$ cat src/rtl/bwm_pkg.sv
package bwm_pkg;
  // Local window offsets (per port) and global window offsets (region 0).
  localparam logic [11:0] OFF_ISTAT = 12'h100;
  localparam logic [11:0] OFF_ICLR  = 12'h108;
  localparam logic [11:0] OFF_IEN   = 12'h10C;
  localparam logic [11:0] OFF_RUN   = 12'h280;
  localparam logic [11:0] OFF_ZERO  = 12'h284;
  localparam logic [11:0] OFF_CNT   = 12'h288;
  localparam logic [11:0] OFF_THR   = 12'h290;

  typedef struct packed {
    logic ovf;
    logic hit;
  } bwm_flags_t;
endpackage

$ cat src/rtl/bwm_chan.sv
module bwm_chan
  import bwm_pkg::*;
#(
  parameter int CNT_W       = 32,
  parameter int BYTES_W     = 8,
  parameter int DATA_W      = 32,
  parameter bit WRAP_AT_THR = 1'b0
) (
  input  logic               clk,
  input  logic               rst,
  input  logic               wr_en,
  input  logic [11:0]        wr_off,
  input  logic [DATA_W-1:0]  wr_data,
  input  logic [11:0]        rd_off,
  output logic [DATA_W-1:0]  rd_data,
  input  logic               beat_vld,
  input  logic [BYTES_W-1:0] beat_bytes,
  output logic               irq_req,
  output logic               flag_evt
);
  localparam int SUM_W = CNT_W + 1;

  logic [CNT_W-1:0] cnt_q, cnt_nxt, cnt_upd;
  logic [CNT_W-1:0] thr_q;
  logic             run_q, ie_q;
  bwm_flags_t       flags_q;
  logic [SUM_W-1:0] sum;
  logic             wr_run, wr_zero, wr_thr, wr_ie, wr_iclr, acc;
  logic             hit_set, ovf_set;

  assign wr_run  = wr_en && (wr_off == OFF_RUN);
  assign wr_zero = wr_en && (wr_off == OFF_ZERO) && wr_data[0];
  assign wr_thr  = wr_en && (wr_off == OFF_THR);
  assign wr_ie   = wr_en && (wr_off == OFF_IEN);
  assign wr_iclr = wr_en && (wr_off == OFF_ICLR);

  assign acc = beat_vld && run_q && !wr_zero;
  assign sum = SUM_W'(cnt_q) + SUM_W'(beat_bytes);

  generate
    if (WRAP_AT_THR) begin : g_wrap
      always_comb begin
        if (sum >= SUM_W'(thr_q)) begin
          cnt_upd = '0;
          hit_set = acc;
        end else begin
          cnt_upd = sum[CNT_W-1:0];
          hit_set = 1'b0;
        end
        ovf_set = 1'b0;
      end
    end else begin : g_ovf
      always_comb begin
        cnt_upd = sum[CNT_W-1:0];
        hit_set = acc && (sum[CNT_W-1:0] >= thr_q);
        ovf_set = acc && sum[CNT_W];
      end
    end
  endgenerate

  always_comb begin
    cnt_nxt = cnt_q;
    if (wr_zero)  cnt_nxt = '0;
    else if (acc) cnt_nxt = cnt_upd;
  end

  always_ff @(posedge clk) begin
    if (rst) begin
      cnt_q   <= '0;
      thr_q   <= '0;
      run_q   <= 1'b0;
      ie_q    <= 1'b0;
      flags_q <= '0;
    end else begin
      cnt_q <= cnt_nxt;
      if (wr_run) run_q <= wr_data[0];
      if (wr_ie)  ie_q  <= wr_data[0];
      if (wr_thr) thr_q <= wr_data[CNT_W-1:0];
      flags_q.hit <= (flags_q.hit && !(wr_iclr && wr_data[0])) || hit_set;
      flags_q.ovf <= (flags_q.ovf && !(wr_iclr && wr_data[1])) || ovf_set;
    end
  end

  always_comb begin
    unique case (rd_off)
      OFF_ISTAT: rd_data = DATA_W'(flags_q);
      OFF_IEN:   rd_data = DATA_W'(ie_q);
      OFF_RUN:   rd_data = DATA_W'(run_q);
      OFF_CNT:   rd_data = DATA_W'(cnt_q);
      OFF_THR:   rd_data = DATA_W'(thr_q);
      default:   rd_data = '0;
    endcase
  end

  assign irq_req  = ie_q && (flags_q.hit || flags_q.ovf);
  assign flag_evt = hit_set || ovf_set;

  // a stopped monitor with no zero request keeps its count
  p_hold_stopped_r2: assert property (@(posedge clk) disable iff (rst)
    (!run_q && !wr_zero) |=> $stable(cnt_q));

  // zero request always leaves the counter at zero
  p_zero_wins_r3: assert property (@(posedge clk) disable iff (rst)
    wr_zero |=> (cnt_q == '0));

  // overflow flag stays set until masked off
  p_ovf_sticky_r7: assert property (@(posedge clk) disable iff (rst)
    (flags_q.ovf && !(wr_iclr && wr_data[1])) |=> flags_q.ovf);

  // hit flag stays set until masked off
  p_hit_sticky_r5: assert property (@(posedge clk) disable iff (rst)
    (flags_q.hit && !(wr_iclr && wr_data[0])) |=> flags_q.hit);

  generate
    if (WRAP_AT_THR) begin : g_wrap_chk
      // a wrap-flavour update either returns to zero or never goes backwards
      p_wrap_mono_r6: assert property (@(posedge clk) disable iff (rst)
        (acc && !wr_zero) |=> ((cnt_q == '0) || (cnt_q >= $past(cnt_q))));
    end
  endgenerate
endmodule

$ cat src/rtl/bwm_glb.sv
module bwm_glb
  import bwm_pkg::*;
#(
  parameter int NPORT  = 4,
  parameter int DATA_W = 32
) (
  input  logic              clk,
  input  logic              rst,
  input  logic              wr_en,
  input  logic [11:0]       wr_off,
  input  logic [DATA_W-1:0] wr_data,
  input  logic [11:0]       rd_off,
  output logic [DATA_W-1:0] rd_data,
  input  logic [NPORT-1:0]  flag_evt,
  output logic [NPORT-1:0]  glb_en
);
  logic [NPORT-1:0] stat_q, en_q;
  logic             wr_clr, wr_en_reg;

  assign wr_clr    = wr_en && (wr_off == OFF_ICLR);
  assign wr_en_reg = wr_en && (wr_off == OFF_IEN);

  always_ff @(posedge clk) begin
    if (rst) begin
      stat_q <= '0;
      en_q   <= '0;
    end else begin
      if (wr_en_reg) en_q <= wr_data[NPORT-1:0];
      stat_q <= (stat_q & ~(wr_clr ? wr_data[NPORT-1:0] : '0)) | flag_evt;
    end
  end

  always_comb begin
    unique case (rd_off)
      OFF_ISTAT: rd_data = DATA_W'(stat_q);
      OFF_IEN:   rd_data = DATA_W'(en_q);
      default:   rd_data = '0;
    endcase
  end

  assign glb_en = en_q;

  generate
    for (genvar p = 0; p < NPORT; p++) begin : g_chk
      // a clear of bit p with no new event leaves bit p low
      p_glb_clear_r10: assert property (@(posedge clk) disable iff (rst)
        (wr_clr && wr_data[p] && !flag_evt[p]) |=> !stat_q[p]);
      // an event always marks the port
      p_glb_set_r10: assert property (@(posedge clk) disable iff (rst)
        flag_evt[p] |=> stat_q[p]);
    end
  endgenerate
endmodule

$ cat src/rtl/bw_mon_top.sv
module bw_mon_top
  import bwm_pkg::*;
#(
  parameter int NPORT       = 4,
  parameter int CNT_W       = 32,
  parameter int BYTES_W     = 8,
  parameter int ADDR_W      = 16,
  parameter int DATA_W      = 32,
  parameter bit WRAP_AT_THR = 1'b0
) (
  input  logic                     clk,
  input  logic                     rst,
  input  logic                     bus_wr,
  input  logic                     bus_rd,
  input  logic [ADDR_W-1:0]        bus_addr,
  input  logic [DATA_W-1:0]        bus_wdata,
  output logic [DATA_W-1:0]        bus_rdata,
  input  logic [NPORT-1:0]         beat_vld,
  input  logic [NPORT*BYTES_W-1:0] beat_bytes,
  output logic [NPORT-1:0]         irq
);
  localparam int REG_W = ADDR_W - 12;

  logic [REG_W-1:0]  region;
  logic [11:0]       off;
  logic [DATA_W-1:0] chan_rd [NPORT];
  logic [DATA_W-1:0] glb_rd, rd_sel;
  logic [NPORT-1:0]  irq_req, flag_evt, glb_en;

  assign region = bus_addr[ADDR_W-1:12];
  assign off    = bus_addr[11:0];

  generate
    for (genvar p = 0; p < NPORT; p++) begin : g_chan
      logic sel;
      assign sel = (region == REG_W'(p + 1));
      bwm_chan #(
        .CNT_W(CNT_W), .BYTES_W(BYTES_W), .DATA_W(DATA_W), .WRAP_AT_THR(WRAP_AT_THR)
      ) u_chan (
        .clk       (clk),
        .rst       (rst),
        .wr_en     (bus_wr && sel),
        .wr_off    (off),
        .wr_data   (bus_wdata),
        .rd_off    (off),
        .rd_data   (chan_rd[p]),
        .beat_vld  (beat_vld[p]),
        .beat_bytes(beat_bytes[p*BYTES_W +: BYTES_W]),
        .irq_req   (irq_req[p]),
        .flag_evt  (flag_evt[p])
      );
    end
  endgenerate

  bwm_glb #(.NPORT(NPORT), .DATA_W(DATA_W)) u_glb (
    .clk     (clk),
    .rst     (rst),
    .wr_en   (bus_wr && (region == '0)),
    .wr_off  (off),
    .wr_data (bus_wdata),
    .rd_off  (off),
    .rd_data (glb_rd),
    .flag_evt(flag_evt),
    .glb_en  (glb_en)
  );

  always_comb begin
    rd_sel = (region == '0) ? glb_rd : '0;
    for (int p = 0; p < NPORT; p++)
      if (region == REG_W'(p + 1)) rd_sel = chan_rd[p];
  end

  always_ff @(posedge clk) begin
    if (rst) begin
      bus_rdata <= '0;
      irq       <= '0;
    end else begin
      if (bus_rd) bus_rdata <= rd_sel;
      irq <= irq_req & glb_en;
    end
  end

  generate
    for (genvar p = 0; p < NPORT; p++) begin : g_irq_chk
      // a line only rises when the global enable was set the cycle before
      p_irq_gated_r9: assert property (@(posedge clk) disable iff (rst)
        irq[p] |-> $past(glb_en[p]));
    end
  endgenerate
endmodule

$ cat config.mk
export PLATFORM = sky130hd
export DESIGN_NAME = bw_mon_top
export DESIGN_NICKNAME = d
export VERILOG_FILES = /design/src/rtl/bwm_pkg.sv /design/src/rtl/bwm_chan.sv /design/src/rtl/bwm_glb.sv /design/src/rtl/bw_mon_top.sv
export SDC_FILE = /design/constraint.sdc
export NUM_CORES = 1
export LEC_CHECK = 0
export CORE_UTILIZATION = 55
export DETAILED_ROUTE_END_ITERATION = 8
export PLACE_DENSITY = 0.78
export SLEW_MARGIN = 20
export SYNTH_ARGS = -nofsm -noshare
export SYNTH_HDL_FRONTEND = slang
export SYNTH_SLANG_ARGS = --single-unit
$ cat constraint.sdc
create_clock -name clk -period 4 [get_ports clk]
set_input_delay 0.8 -clock clk [delete_from_list [all_inputs] [get_ports clk]]
set_output_delay 0.8 -clock clk [all_outputs]
set_load 0.02 [all_outputs]
After elaboration in Yosys (flattened, before gate mapping)
Cells that the tools add are included.
- reduce and logical (&&, ||, !) cells: 100
- multiplexer cells: 11
- shift operators: 0
- div/mod/pow operators: 0
- bitwise operators: 4
- equal/unequal tests: 11
- $mul: 0
- $lt $le $gt $ge: 4
- add/sub/neg operators: 4
- operators with widths (cell ; number):
    $pmux 32 s5 ; 4
    $mux 32 ; 5
    $add 32x8->33 ; 4
    $ge 32x32->1 ; 4
    $logic_and 1x1->1 ; 67
    $eq 12x10->1 const B ; 4
    $eq 12x9->1 const B ; 3
    $logic_or 1x1->1 ; 16
    $logic_not 1->1 ; 12
    $and 4x4->4 ; 2
    $eq 4x2->1 const B ; 2
    $pmux 4 s2 ; 1
    $reduce_or 2->1 ; 4
    $eq 4x1->1 const B ; 1
    $eq 4x3->1 const B ; 1
    $logic_not 4->1 ; 1
    $mux 4 ; 1
    $not 4->4 ; 1
    $or 4x4->4 ; 1
- register bits: 316
- output and inout port bits: 36
- bits in writable memories: 0
- bits in read-only memories: 0
- bits of input ports: 88
- memories: 0
- logic and storage cells: 162
- latch bits: 0

Logic depth before layout (Yosys ltp)
- word-level depth: 9
- gate-level depth with buffers: 17

Modules after synthesis
A second synthesis with hierarchy kept.
- cell total of the unflattened synthesis: 2820
- area total of the unflattened synthesis: 22467.8 um^2
- modules (own cells, without submodules) (module ; instances ; cells each ; area an instance (um^2) ; sequential area each (um^2)):
    bwm_chan (g_chan[1].u_chan ...) ; 3 ; 631 ; 4901.0 ; 1361.3
    bwm_chan (g_chan[0].u_chan) ; 1 ; 628 ; 4732.0 ; 1361.3
    bw_mon_top ; 1 ; 215 ; 2339.7 ; 720.7
    bwm_glb ; 1 ; 84 ; 693.2 ; 160.2

Worst setup path before layout
No wires, ideal clock.
- path type: input-to-reg
- from: in beat_bytes[8]
- to: reg u_glb.stat_q[1]
- setup slack: -0.045 ns
- library setup time: 0.115 ns
- stages: 17
- data arrival time: 3.930 ns
- data required time: 3.885 ns
- path through: ha_1 > inv_1 > fa_1 > nor2b_1 > o2111ai_1 > nand3_1 > nand4_1 > clkbuf_1 > nor2_1 > xnor2_1 > ha_1 > o21ai_0 > a21oi_1 > a221oi_1 > nand2_1 > o31ai_1 > a21bo_2
- longest elaborated chain between the ends: 5
- elaborated cells between the ends (all ways): 6
- ends and longest elaborated chain (what ; RTL line ; RTL):
    start: declaration ; bw_mon_top.sv:19 ; input logic [NPORT*BYTES_W-1:0] beat_bytes,
    $add 32x8->33 ; bwm_chan.sv:38 ; assign sum = SUM_W'(cnt_q) + SUM_W'(beat_bytes);
    via g_chan[1].u_chan.sum[28] ; bwm_chan.sv:27 ; logic [SUM_W-1:0] sum;
    $ge 32x32->1 ; bwm_chan.sv:55 ; hit_set = acc && (sum[CNT_W-1:0] >= thr_q);
    $logic_and 1x1->1 ; bwm_chan.sv:55 ;
    $logic_or 1x1->1 ; bwm_chan.sv:96 ; assign flag_evt = hit_set || ovf_set;
    $or 4x4->4 ; bwm_glb.sv:29 ; stat_q <= (stat_q & ~(wr_clr ? wr_data[NPORT-1:0] : '0)) | flag_evt;
    end signal: assignment ; bwm_glb.sv:29 ;
    end: declaration ; bwm_glb.sv:17 ; logic [NPORT-1:0] stat_q, en_q;
The timed path passes the listed nets, and every way through them passes these cells.
A chain may end at the register's enable or synchronous reset.

Final worst setup path
- from: in beat_bytes[9]
- to: reg u_glb.stat_q[1]
Same word-level chain as after synthesis.

==> impl_metrics.tcl <==
set metrics [dict create \
    status "complete, no violations" \
    syn_avg_cell_area_um2 7.54 \
    fin_crit_ns 3.98 \
    power_frac_comb_pct 6.9 \
    synth_seq_area_share_pct 30.7 \
    drt-initial-drc-count 2411 \
    max-vdd-ir-drop_v 0.000295 \
    drive_above_1_share_pct 13.6 \
    routed-wl-met3_um 8530 \
    ys_types 76 \
    die_height_um 196 \
    worstHoldPathType "flip-flop to flip-flop" \
    setup_violations 0 \
    p_switching_uw 1800 \
    clk_latency_ns 0.57 \
    yosys_most_used_dff "dfxtp_1" \
    numPortBuffers 123 \
    rsz0062_at_grt "true" \
    p_int_uw 5560 \
    rows 70 \
    clkTransAtPathRegs_ns 0.06 \
    reg2reg_slack_ns 0.31 \
    pwr-share-clk_pct 50.3 \
    maxCapViolations 0 \
    cts.sinks 316 \
    fin_total_pwr_uw 7360 \
    fin_crit_sh_pct 99.5 \
    reg2reg_from "g_chan[0].u_chan.cnt_q[0]$_SDFFE_PP0P_" \
    wl_um 79200 \
    grt-ovfl-total 0 \
    track_usage_pct 40.6 \
    start_kind "input port" \
    route.top_layer_used "met4" \
    vias 22220 \
    initial_core_util_pct 56.1 \
    drc 0 \
    routedWlPerCell_um 22.8 \
    dpl.cell_count 3386 \
    first_pass_iters 6 \
    root_buffer "clkbuf_16" \
    crit_path_end_kind "flip-flop" \
    grt_pass1_wl_um 121000 \
    dp_slack_ns -0.941 \
    via_per_inst 6.40 \
    antenna_found_initial 0 \
    seq_area_mm2 0.00633 \
    setup.worst_path.end "u_glb.stat_q[1]$_SDFF_PP0_" \
    final_common_cell "nand2_1" \
    syn-num-nets 2987 \
    nets 3227 \
    cp_max_fo 7 \
    dp_hpwl_um 59200 \
    fin_ws_ns 0.0219 \
    synthTopCellsByArea "dfxtp_1 (31%), ha_1 (9.7%), nand2_1 (8.2%)" \
    ys_warn_count 0 \
    cp.required_ns 4.51 \
    p_leak_uw 0.00904 \
    netlist_area_mm2 0.0206 \
    final_cell_mix "nand2_1 (447), dfxtp_1 (316), a21oi_1 (276)" \
    cts_tree "done" \
    arrival_ns 4.48 \
    htreeDepth 2 \
    gp_congestion 1.06 \
    critPathKind "input port to flip-flop" \
    slew-limit-headroom_pct 22.9 \
    switching_share_pct 24.5 \
    post-synth-top-area-cell "dfxtp_1" \
    num-fill-cells 3120 \
    postCtsHoldBufs 0 \
    final_antenna_net_count 0 \
    ios 124 \
    fmax_ghz 0.251 \
    syn2layout_area_growth_pct 23.0 \
    chipWidth_um 196 \
    grt_pass1_vias 21354 \
    die_area_mm2 0.0383 \
    syn_inst 2735 \
    coreArea_mm2 0.0368 \
    crit_path_start "beat_bytes[9]" \
    tightest_slew_ns 1.15 \
    reg2reg_depth 18 \
    cts.path.max_buffers 3 \
    p_seq_share_pct 42.8 \
    synth-seq-cells 316 \
    maxSlewViolCount 0 \
    p_per_area_mw_per_mm2 290 \
    synth_top_area_share_pct 30.7 \
    synth_edf_count 0 \
    fin_setup_tns_ns 0 \
    cts_made_buffers 38 \
    skew_ns 0.0196 \
    synthArstFlopShare_pct 0 \
    reg2reg_to "u_glb.stat_q[0]$_SDFF_PP0_" \
    multi_input_area_mm2 0.0134 \
    final_cell_count_no_fill 3474 \
    met1_length_um 30900 \
    wl_met2_um 34400 \
    grt_max_degree 121 \
    hold_viol 0 \
]
## per-layer routing
layer / global-route usage [%] / up-vias
met4: 24.9 / 0
li1: - / 10163
met5: 0 / -
met3: 9.11 / 326
met2: 63.4 / 1300
met1: 51.2 / 10431
## worst min-delay path by stage
stage,end,startpoint,cells after the start
global placement,bus_rdata[8]$_SDFFE_PP0P_,bus_rdata[8]$_SDFFE_PP0P_,2
detailed placement,g_chan[0].u_chan.thr_q[3]$_SDFFE_PP0P_,g_chan[0].u_chan.thr_q[3]$_SDFFE_PP0P_,2
global route,g_chan[0].u_chan.thr_q[3]$_SDFFE_PP0P_,g_chan[0].u_chan.thr_q[3]$_SDFFE_PP0P_,2
floorplan,g_chan[0].u_chan.thr_q[3]$_SDFFE_PP0P_,g_chan[0].u_chan.thr_q[3]$_SDFFE_PP0P_,2
CTS,g_chan[0].u_chan.thr_q[3]$_SDFFE_PP0P_,g_chan[0].u_chan.thr_q[3]$_SDFFE_PP0P_,2
finish,bus_rdata[12]$_SDFFE_PP0P_,bus_rdata[12]$_SDFFE_PP0P_,2
## layout make-up
class	count	area share, %
inverters	171	2.53
clock buffers	54	4.26
clock inverters	16	0.917
well taps	468	2.31
repair buffers	365	12.3
diodes	1	0.00987
flip-flops and latches	316	24.9
multi-input cells	2083	52.7
## what timing repair did
| action | in CTS | in global routing |
|---|---|---|
| setup endpoints to repair | 8 | 8 |
| gates cloned | 0 | 0 |
| buffers inserted | 1 | 16 |
| endpoints found under the hold margin | 0 | 0 |
| pin swaps | 3 | 39 |
| resized for setup | 25 | 57 |
## Yosys cell counts (4+ instances only)
master,count
a211oi_1,24
a21o_1,17
a21oi_1,286
a22o_1,7
a22oi_1,119
a311oi_1,7
a31oi_1,9
a32oi_1,10
and2_1,11
and3_1,23
and4_1,7
buf_2,43
buf_6,5
clkbuf_1,114
dfxtp_1,316
fa_1,4
ha_1,160
inv_1,171
nand2_1,448
nand2b_1,14
nand3_1,76
nand3b_1,4
nand4_1,49
nor2_1,176
nor2b_1,12
nor3_1,69
nor3b_1,6
nor4_1,41
nor4b_1,9
o2111a_1,4
o211ai_1,11
o21a_1,9
o21ai_0,105
o21ai_1,12
o21bai_1,6
o22ai_1,56
o31ai_1,14
or2_2,7
or3_1,16
or4_1,11
xnor2_1,121
xor2_1,63
## cell families (layout without fill, tap and decap cells)
family	count (synthesis)	count (layout)	synth area share [%]
and+or+nand+nor	997	997	22.5
AOI/OAI and AO/OA	734	734	22.1
buffers and inverters	336	606	6.61
DFF	316	316	30.7
xor gates and xnor gates	184	184	7.81
adders and majority gates	164	164	10.1
muxes	4	4	0.200
other	0	1	0
## power by group through the flow
| stage | sequential, µW | clock, µW | combinational [µW] |
|---|---|---|---|
| detailed placement | 3220 | 0 | 476 |
| floorplan | 3220 | 0 | 205 |
| global route | 3150 | 3850 | 526 |
| CTS | 3150 | 3710 | 483 |
| finish | 3150 | 3700 | 508 |
| global placement | 3220 | 0 | 468 |
## metrics by stage
step / cell area, µm² / hold WS, ns / utilization (%)
CTS: 25000 / 0.453 / 67.9
global placement: 23500 / 0.434 / 64.0
floorplan: 20600 / 0.432 / -
detailed placement: 23500 / 0.446 / 64.0
global route: 25400 / 0.483 / 68.9
finish: 25400 / 0.452 / 69.0
## critical path, stage by stage
cell	delay, ns
clkdlybuf4s50_1	0.47
ha_4	0.30
a211oi_2	0.08
o21ai_2	0.24
a41oi_2	0.21
or3_4	0.45
buf_4	0.17
nor2_1	0.12
xor2_1	0.08
ha_1	0.30
nand4_1	0.14
nor4_2	0.33
a21bo_2	0.26
a31oi_2	0.21
o31ai_4	0.11
a21bo_2	0.20
## sequential cells by signal, indices dropped and copies added (netlist names)
register	flops
g_chan.u_chan.run_q	4
g_chan.u_chan.cnt_q	128
bus_rdata	32
u_glb.stat_q	4
g_chan.u_chan.thr_q	128
g_chan.u_chan.flags_q	8
g_chan.u_chan.ie_q	4
irq	4
u_glb.glb_en	4
Note: power is estimated with default switching activity, not from simulation.
